--- config.mk ---
export PLATFORM = sky130hd
export DESIGN_NAME = gpio_irq_bank
export DESIGN_NICKNAME = d
export VERILOG_FILES = /design/src/rtl/gpio_bank_pkg.sv /design/src/rtl/gpio_pin_slice.sv /design/src/rtl/gpio_reg_file.sv /design/src/rtl/gpio_irq_bank.sv
export SDC_FILE = /design/constraint.sdc
export NUM_CORES = 1
export LEC_CHECK = 0
export BUFFER_PORTS_ARGS = -buffer_cell sky130_fd_sc_hd__clkbuf_2
export CELL_PAD_IN_SITES_DETAIL_PLACEMENT = 1
export CELL_PAD_IN_SITES_GLOBAL_PLACEMENT = 2
export CORE_MARGIN = 5
export CORE_UTILIZATION = 38
export CTS_CLUSTER_DIAMETER = 150
export DETAILED_ROUTE_END_ITERATION = 7
export GPL_TIMING_DRIVEN = 0
export PLACE_DENSITY_LB_ADDON = 0.1
export SETUP_SLACK_MARGIN = 0.05
export SLEW_MARGIN = 20
export SYNTH_ARGS = -nofsm -noshare
export SYNTH_HDL_FRONTEND = slang
export SYNTH_SLANG_ARGS = --single-unit
--- constraint.sdc ---
create_clock -name clk -period 5 [get_ports clk]
set_input_delay 1.5 -clock clk [delete_from_list [all_inputs] [get_ports clk]]
set_output_delay 1.5 -clock clk [all_outputs]
set_load 0.01 [all_outputs]
--- src/rtl/gpio_bank_pkg.sv ---
package gpio_bank_pkg;

    localparam int BUS_W       = 32;
    localparam int TRIG_W      = 3;
    localparam int MAX_PINS    = 32;

    // word indices (byte address / 4) of the shared registers
    localparam int WIDX_PEND   = 32;
    localparam int WIDX_LEVEL  = 33;
    localparam int WIDX_DRIVE  = 34;

    // control word bit positions
    localparam int CB_OUT      = 0;
    localparam int CB_IN       = 1;
    localparam int CB_DRV      = 2;
    localparam int CB_IRQ      = 3;
    localparam int CB_TRIG_LO  = 5;

    typedef enum logic [TRIG_W-1:0] {
        TRIG_LVL_HI = 3'd0,
        TRIG_LVL_LO = 3'd1,
        TRIG_RISE   = 3'd2,
        TRIG_FALL   = 3'd3,
        TRIG_ANY    = 3'd4
    } trig_kind_e;

    typedef struct packed {
        logic [TRIG_W-1:0] trig;
        logic              irq_en;
        logic              drv_en;
        logic              in_en;
        logic              out_en;
    } pin_cfg_t;

    function automatic pin_cfg_t cfg_from_word(input logic [BUS_W-1:0] w);
        pin_cfg_t c;
        c.out_en = w[CB_OUT];
        c.in_en  = w[CB_IN];
        c.drv_en = w[CB_DRV];
        c.irq_en = w[CB_IRQ];
        c.trig   = w[CB_TRIG_LO +: TRIG_W];
        return c;
    endfunction

    function automatic logic [BUS_W-1:0] cfg_to_word(input pin_cfg_t c);
        logic [BUS_W-1:0] w;
        w = '0;
        w[CB_OUT] = c.out_en;
        w[CB_IN]  = c.in_en;
        w[CB_DRV] = c.drv_en;
        w[CB_IRQ] = c.irq_en;
        w[CB_TRIG_LO +: TRIG_W] = c.trig;
        return w;
    endfunction

    // does the trigger kind fire for this level pair; reserved codes never do
    function automatic logic trig_fires(input logic [TRIG_W-1:0] trig,
                                        input logic cur, input logic prev);
        logic f;
        case (trig)
            TRIG_LVL_HI: f = cur;
            TRIG_LVL_LO: f = ~cur;
            TRIG_RISE:   f = cur & ~prev;
            TRIG_FALL:   f = ~cur & prev;
            TRIG_ANY:    f = cur ^ prev;
            default:     f = 1'b0;
        endcase
        return f;
    endfunction

endpackage

--- src/rtl/gpio_pin_slice.sv ---
module gpio_pin_slice
    import gpio_bank_pkg::*;
#(
    parameter int SYNC_STAGES = 2
) (
    input  logic              clk,
    input  logic              rst,
    input  logic              pin_raw,
    input  logic              armed,
    input  logic [TRIG_W-1:0] trig,
    input  logic              clr,
    output logic              level,
    output logic              pending
);

    logic [SYNC_STAGES-1:0] chain;
    logic                   prev_level;
    logic                   fire;

    always_ff @(posedge clk) begin
        if (rst) begin
            chain      <= '0;
            prev_level <= 1'b0;
        end else begin
            chain      <= {chain[SYNC_STAGES-2:0], pin_raw};
            prev_level <= chain[SYNC_STAGES-1];
        end
    end

    assign level = chain[SYNC_STAGES-1];
    assign fire  = armed & trig_fires(trig, level, prev_level);

    always_ff @(posedge clk) begin
        if (rst)
            pending <= 1'b0;
        else
            pending <= fire | (pending & ~clr);
    end


    gate_chk: assert property (@(posedge clk) disable iff (rst)
        $rose(pending) |-> $past(armed));


    reserved_chk: assert property (@(posedge clk) disable iff (rst)
        $rose(pending) |-> ($past(trig) <= 3'd4));


    level_hi_chk: assert property (@(posedge clk) disable iff (rst)
        (armed && trig == TRIG_LVL_HI && level) |=> pending);


    rise_chk: assert property (@(posedge clk) disable iff (rst)
        (armed && trig == TRIG_RISE && level && !prev_level) |=> pending);


    clear_chk: assert property (@(posedge clk) disable iff (rst)
        (clr && !armed) |=> !pending);

endmodule

--- src/rtl/gpio_reg_file.sv ---
module gpio_reg_file
    import gpio_bank_pkg::*;
#(
    parameter int NUM_PINS = 32,
    parameter int ADDR_W   = 8
) (
    input  logic                         clk,
    input  logic                         rst,
    input  logic [ADDR_W-1:0]            bus_addr,
    input  logic                         bus_wen,
    input  logic [BUS_W-1:0]             bus_wdata,
    output logic [BUS_W-1:0]             bus_rdata,
    input  logic [NUM_PINS-1:0]          levels,
    input  logic [NUM_PINS-1:0]          pend,
    output pin_cfg_t [NUM_PINS-1:0]      cfg,
    output logic [NUM_PINS-1:0]          drive_q,
    output logic [NUM_PINS-1:0]          clr_vec
);

    localparam int WIDX_W = ADDR_W - 2;

    logic [WIDX_W-1:0] widx;
    logic              aligned;
    logic              wr_drive;
    logic              wr_pend;

    assign widx     = bus_addr[ADDR_W-1:2];
    assign aligned  = (bus_addr[1:0] == 2'b00);
    assign wr_drive = bus_wen && aligned && (int'(widx) == WIDX_DRIVE);
    assign wr_pend  = bus_wen && aligned && (int'(widx) == WIDX_PEND);
    assign clr_vec  = wr_pend ? bus_wdata[NUM_PINS-1:0] : '0;

    for (genvar i = 0; i < NUM_PINS; i++) begin : g_cfg
        always_ff @(posedge clk) begin
            if (rst)
                cfg[i] <= '0;
            else if (bus_wen && aligned && int'(widx) == i)
                cfg[i] <= cfg_from_word(bus_wdata);
        end
    end

    always_ff @(posedge clk) begin
        if (rst)
            drive_q <= '0;
        else if (wr_drive)
            drive_q <= bus_wdata[NUM_PINS-1:0];
    end

    always_comb begin
        bus_rdata = '0;
        if (aligned) begin
            if (int'(widx) < NUM_PINS)
                bus_rdata = cfg_to_word(cfg[widx[$clog2(MAX_PINS)-1:0] % NUM_PINS]);
            else if (int'(widx) == WIDX_PEND)
                bus_rdata[NUM_PINS-1:0] = pend;
            else if (int'(widx) == WIDX_LEVEL)
                bus_rdata[NUM_PINS-1:0] = levels;
            else if (int'(widx) == WIDX_DRIVE)
                bus_rdata[NUM_PINS-1:0] = drive_q;
        end
    end


    drive_wr_chk: assert property (@(posedge clk) disable iff (rst)
        wr_drive |=> drive_q == $past(bus_wdata[NUM_PINS-1:0]));


    ctrl_gap_chk: assert property (@(posedge clk) disable iff (rst)
        (aligned && int'(widx) < NUM_PINS) |-> (bus_rdata[4] == 1'b0 && bus_rdata[BUS_W-1:8] == '0));

endmodule

--- src/rtl/gpio_irq_bank.sv ---
module gpio_irq_bank
    import gpio_bank_pkg::*;
#(
    parameter int NUM_PINS    = 32,
    parameter int ADDR_W      = 8,
    parameter int SYNC_STAGES = 2
) (
    input  logic                clk,
    input  logic                rst,
    input  logic [ADDR_W-1:0]   bus_addr,
    input  logic                bus_wen,
    input  logic [BUS_W-1:0]    bus_wdata,
    output logic [BUS_W-1:0]    bus_rdata,
    input  logic [NUM_PINS-1:0] pin_in,
    output logic [NUM_PINS-1:0] pin_out,
    output logic [NUM_PINS-1:0] pin_oe,
    output logic [NUM_PINS-1:0] irq_pending
);

    pin_cfg_t [NUM_PINS-1:0] cfg;
    logic [NUM_PINS-1:0]     levels;
    logic [NUM_PINS-1:0]     clr_vec;

    gpio_reg_file #(
        .NUM_PINS (NUM_PINS),
        .ADDR_W   (ADDR_W)
    ) u_regs (
        .clk       (clk),
        .rst       (rst),
        .bus_addr  (bus_addr),
        .bus_wen   (bus_wen),
        .bus_wdata (bus_wdata),
        .bus_rdata (bus_rdata),
        .levels    (levels),
        .pend      (irq_pending),
        .cfg       (cfg),
        .drive_q   (pin_out),
        .clr_vec   (clr_vec)
    );

    for (genvar i = 0; i < NUM_PINS; i++) begin : g_pin
        gpio_pin_slice #(
            .SYNC_STAGES (SYNC_STAGES)
        ) u_slice (
            .clk     (clk),
            .rst     (rst),
            .pin_raw (pin_in[i]),
            .armed   (cfg[i].irq_en & cfg[i].in_en),
            .trig    (cfg[i].trig),
            .clr     (clr_vec[i]),
            .level   (levels[i]),
            .pending (irq_pending[i])
        );

        assign pin_oe[i] = cfg[i].out_en & cfg[i].drv_en;


        keep_on_zero_chk: assert property (@(posedge clk) disable iff (rst)
            (bus_wen && bus_addr == 8'h80 && !bus_wdata[i] && irq_pending[i]) |=> irq_pending[i]);
    end

endmodule

== Yosys cells after proc, flatten, opt, wreduce, memory -nomap -nowiden ==
Cells that the tools add are included.

* Register bits: 384
* Bits in latches: 0
* RAM bits: 0
* Bits in read-only memories: 0
* Output and inout port bits: 128
* Word-level logic and storage cells: 882
* Memories kept: 0

* Add/subtract/negate cells: 0
* Multiply operators: 0
* Div/mod/pow operators: 0
* Magnitude comparators: 2
* Eq/ne operators: 162
* Shift operators: 0
* Multiplexer cells: 40
* Bitwise gates (word level): 352
* Reductions and logical operators: 69

{| class="wikitable"
|+ Operators with widths
! cell !! number
|-
| 1-bit bitwise AND || 192
|-
| 3-bit by 2-bit equality test with 1-bit output, second input constant || 64
|-
| 32-bit two-way mux || 6
|-
| 1-bit case mux with 5 select lines || 32
|-
| 6-bit equality test, second input constant || 19
|-
| 3-bit by 1-bit equality test with 1-bit output, second input constant || 32
|-
| 3-bit equality test, second input constant || 32
|-
| 3-bit logical NOT || 32
|-
| 1-bit NOT || 96
|-
| 6-bit by 5-bit equality test with 1-bit output, second input constant || 8
|-
| 7-bit binary-select mux with 5-bit select || 1
|-
| 1-bit logical AND || 35
|-
| 1-bit bitwise OR || 32
|-
| 1-bit XOR || 32
|-
| 6-bit by 4-bit equality test with 1-bit output, second input constant || 4
|-
| 6-bit by 3-bit equality test with 1-bit output, second input constant || 2
|-
| 7-bit two-way mux || 1
|-
| 6-bit by 2-bit equality test with 1-bit output, second input constant || 1
|-
| 6-bit logical NOT || 1
|-
| 5-bit by 6-bit < comparator with 1-bit output, second input constant || 1
|-
| 6-bit < comparator, second input constant || 1
|-
| 2-bit logical NOT || 1
|}

== Depth between registers and ports, before layout ==
* Depth in word-level cells: 7
* Depth in mapped cells: 9
* Mapped depth without buffers: 7

== By module ==
Synthesis repeated with hierarchy kept, for this count alone.

* Cell total of the unflattened synthesis: 2168
* Area total of the unflattened synthesis: 19124.6 sq um

{| class="wikitable"
|+ Modules (own cells, without submodules)
! module !! times used !! cells an instance !! area an instance (sq um)
|-
| gpio_reg_file || 1 || 1464 || 12318.1
|-
| gpio_pin_slice || 32 || 20 || 200.2
|-
| gpio_irq_bank || 1 || 64 || 400.4
|}

== Worst setup path after synthesis ==
OpenSTA, ideal clock, no wires.

* Kind: input to output
* Start point: input port bus_addr[2]
* End point: output port bus_rdata[3]
* Arrival: 3.052 ns
* Data required time: 3.500 ns
* Slack: 0.448 ns
* Stages: 8
* Buffers on the path: 3
* Cells stage by stage: buf_4 nor4_1 and3_1 buf_2 buf_4 nand2_1 a32o_1 nor4_1

* Longest elaborated chain between the ends: 6
* Elaborated cells between the ends (all ways): 11

{| class="wikitable"
|+ RTL lines
! what !! RTL line !! RTL
|-
| start, declared || gpio_irq_bank.sv:10 || <nowiki>input logic [ADDR_W-1:0] bus_addr,</nowiki>
|-
| branches (longest 4 deep; another with 7-bit binary-select mux with 5-bit select) || n/a ||
|-
| 32-bit two-way mux (*) || gpio_reg_file.sv:52 || <nowiki>if (int'(widx) < NUM_PINS)</nowiki>
|-
| 32-bit two-way mux (*) || gpio_reg_file.sv:51 || <nowiki>if (aligned) begin</nowiki>
|-
| end, declared || gpio_irq_bank.sv:13 || <nowiki>output logic [BUS_W-1:0] bus_rdata,</nowiki>
|}

Every way passes the cells marked *. The select of a mux whose other input is x is not followed.

== Final worst setup path ==
* Start point: input port bus_addr[3]
* End point: output port bus_rdata[2]

The elaborated chain is that of the path after synthesis.

==> reports/summary.txt <==
internal power summed over all cells: 5.06 mW
endpoint arrival time on the critical path: 3460 ps
part of the power in combinational logic: 8.0%
top cell type's share of synthesized area: 41.7%
CP Capture Type: output port
total length of routed wires: 80800 µm
buffer cell driving the clock tree root: clkbuf_16
critical path's largest stage delay: 350 ps
Period minus WS final: 4960 ps
asr flop ratio synth: 0%
post-synthesis instance total: 2180
Final Slew Violations: 0
final net count: 2572
total of buffers placed on input and output ports: 193
TritonCTS clock tree: done
routed via count: 17600
most used flip-flop cell after synthesis: dfxtp_1
Static Leak: 8.46 nW
number of global-route vias before repair: 17700
CTS clock-pin slew for the worst setup and hold paths: 50 ps
critical-path cell list: clkbuf_2 -> buf_4 -> nand2b_2 -> nor3_4 -> buf_12 -> a22oi_1 -> a32o_1 -> nor3_4 -> clkbuf_2
path class of the lowest-slack min-delay path: register to register
most instantiated cells after synthesis: dfxtp_1, nand2_1, a21oi_1, nor2_1, mux2i_1
number of antenna violations at the first check in global routing: 0
post-route antenna net violation count: 0
fraction of power consumed by the clock network: 46.2%
final setup TNS: 0 ps
top achievable clock speed: 202 MHz
detailed-route DRC error count: 0
share of the clock period used by the worst path: 99.3%
Final Hold Fails: 0
area overhead of the layout relative to synthesis: 20.5%
Inserted Clock Buffers: 45
switching power: 1.75 mW
sw frac: 25.7%
normalized max-slew margin: 25.2%
maximum capacitance violations: 0
sort of element at the start of the critical path: primary input
overall routing resource usage: 29.1%
share of cells above drive strength 1: 18.2%
power per unit of standard cell area: 307 nW/µm²
required time of the critical path: 3500 ps
total inserted antenna cells: 0
largest fanout of any net on the critical path: 10
total number of clock tree sinks: 384
number of ports placed on the die boundary: 203
post-cts hold buffer count: 0
Worst path slowest cell: a32o_1
Cell Rows: 80
number of violations reported at the end of detailed-routing iteration 0: 1509
Layout Skew: 10.0 ps
Crit. Startpoint: bus_addr[3]
die extent in y: 230 µm
maximum resistive drop on vdd: 0.185 mV
transition time of the tightest slew-check pin: 1120 ps
final-layout fill cell count: 5721
netlist area before placement: 18400 µm²
Setup violations, final: 0
aggregate global routing overflow: 0
clock latency on the worst-skew pair: 590 ps
class of the most critical setup path: primary input to output port
warning count from the yosys run: 0
width of the die: 230 µm
number of H-tree levels: 2
estimated wirelength of the detail-placed design: 59800 µm
mean area per synthesized cell: 8.46 µm²
maximum buffer depth of the clock tree: 3
largest cells by area after synthesis: dfxtp_1, mux2i_1, nand2_1, a21oi_1, nor2b_1
router iterations before antenna repair: 6
setup repair after global routing missed its margin: true
number of synthesized flops with an enable pin: 0
share of synthesized area occupied by flip-flops and latches: 41.7%
Yosys reg bits: 384
Initial Utilization: 38.5%
maximum number of pins on one net before global-route repair: 12
r2r startpoint: g_pin[11].u_slice.chain[1]
GP Congestion: 0.965
number of distinct library cell variants in the gate-level netlist after synthesis: 58
routed length per placed instance: 26.3 µm
detail-routed via count per cell: 5.72
sum of internal, switching and leakage power: 6.81 mW
syn_nets: 2319
Worst Min Path Start: g_pin[10].u_slice.chain[0]
die area: 53000 µm²
leading area contributor after synthesis: dfxtp_1
CORE AREA: 47800 µm²
sequential fraction of design power: 45.8%
most common cell in the netlist: dfxtp_1
run status: completed
global-route wire length before repair: 116000 µm
final timing paths:
| check | slack, ps | endpoint | cells past startpoint |
|---|---|---|---|
| worst min-delay path | 430 | g_pin[10].u_slice.chain[1] | 1 |
| worst max-delay path | 40 | bus_rdata[2] | 9 |
| worst max register to register | 3350 | g_pin[11].u_slice.pending | 6 |
| worst min register to register | 430 | g_pin[10].u_slice.chain[1] | 1 |
state kept, by name (all words and copies together) (netlist names):
name / cells
g_pin.u_slice.prev_level: 32
u_regs.drive_q: 32
u_regs.cfg: 224
g_pin.u_slice.pending: 32
g_pin.u_slice.chain: 64
layout by cell type, fill, tap and decap left out, types with 6 or more instances in the layout:
cell / count
a2111oi_0: 30
a21oi_1: 234
a221oi_2: 9
a222oi_1: 25
a22o_1: 11
a22oi_1: 13
and2_1: 33
buf_1: 6
buf_12: 6
buf_2: 27
buf_4: 48
buf_8: 7
clkbuf_1: 101
clkbuf_16: 49
clkbuf_2: 192
clkbuf_8: 8
clkinv_2: 6
dfxtp_1: 384
ha_1: 64
inv_1: 64
mux2i_1: 138
mux2i_2: 6
mux4_2: 15
nand2_1: 356
nand3_1: 134
nand3_2: 6
nor2_1: 162
nor2b_1: 132
nor3_1: 31
nor3_4: 7
o21ai_0: 31
o31a_1: 30
layer usage:
| layer | up-vias | global-route usage, % | routed length [µm] |
|---|---|---|---|
| li1 | 8029 | - | - |
| met1 | 8856 | 38.2 | 34900 |
| met2 | 565 | 48.7 | 37700 |
| met3 | 147 | 4.10 | 4810 |
| met4 | 0 | 11.4 | 3440 |
| met5 | - | 0 | 0 |
what timing repair did:
item,in CTS,in global routing
endpoints found under the setup margin,32,23
cloned,0,2
resized for setup,95,34
setup buffers,9,3
pin swaps,16,11
cells by family after synthesis:
logic type,Yosys count,synth area share (%)
adder cells (fa/ha/maj),64,4.34
AO/OA/AOI/OAI,422,14.6
flip-flops,384,41.7
multiplexers,162,9.83
buffers and inverters,243,6.25
AND/OR/NAND/NOR,905,23.2
worst max-delay path: cells and delay by family:
kind	cells	cell delay, ps
AOI/OAI and AO/OA	2	540
and+or+nand+nor	3	740
buffers and inverters	4	660
per-stage QoR:
stage | utilization [%] | cell area, µm² | instances | setup WS (ps) | hold slack [ps]
final | 46.4 | 22200 | 3076 | 37.2 | 435
after global routing | 46.4 | 22200 | 3076 | 41.4 | 454
after CTS | 46.0 | 22000 | 3071 | 32.9 | 438
after detailed placement | 42.2 | 20200 | 2988 | -805 | 425
after global placement | 42.2 | 20200 | 2988 | -802 | 416
after floorplan | - | 18400 | 2180 | 448 | 414
area by class of cell:
class / count / area (µm²) / share of cell area (%)
Buffer: 178 / 1090 / 4.91
Inverter: 64 / 240 / 1.08
Clock inverter: 7 / 38.8 / 0.175
Clock buffer: 68 / 1320 / 5.92
Timing Repair Buffer: 207 / 1120 / 5.05
Multi-Input combinational cell: 1553 / 9960 / 44.8
Tap cell: 615 / 769 / 3.46
Sequential cell: 384 / 7690 / 34.6
power by group through the flow:
stage / Combinational [mW] / Sequential [mW] / Clock, mW
2_1_floorplan: 0.256 / 3.17 / 0
3_3_place_gp: 0.468 / 3.18 / 0
3_5_place_dp: 0.478 / 3.18 / 0
4_1_cts: 0.518 / 3.12 / 3.20
5_1_grt: 0.566 / 3.12 / 3.32
6_report: 0.545 / 3.12 / 3.15
Power figures use the tool's default switching activity.
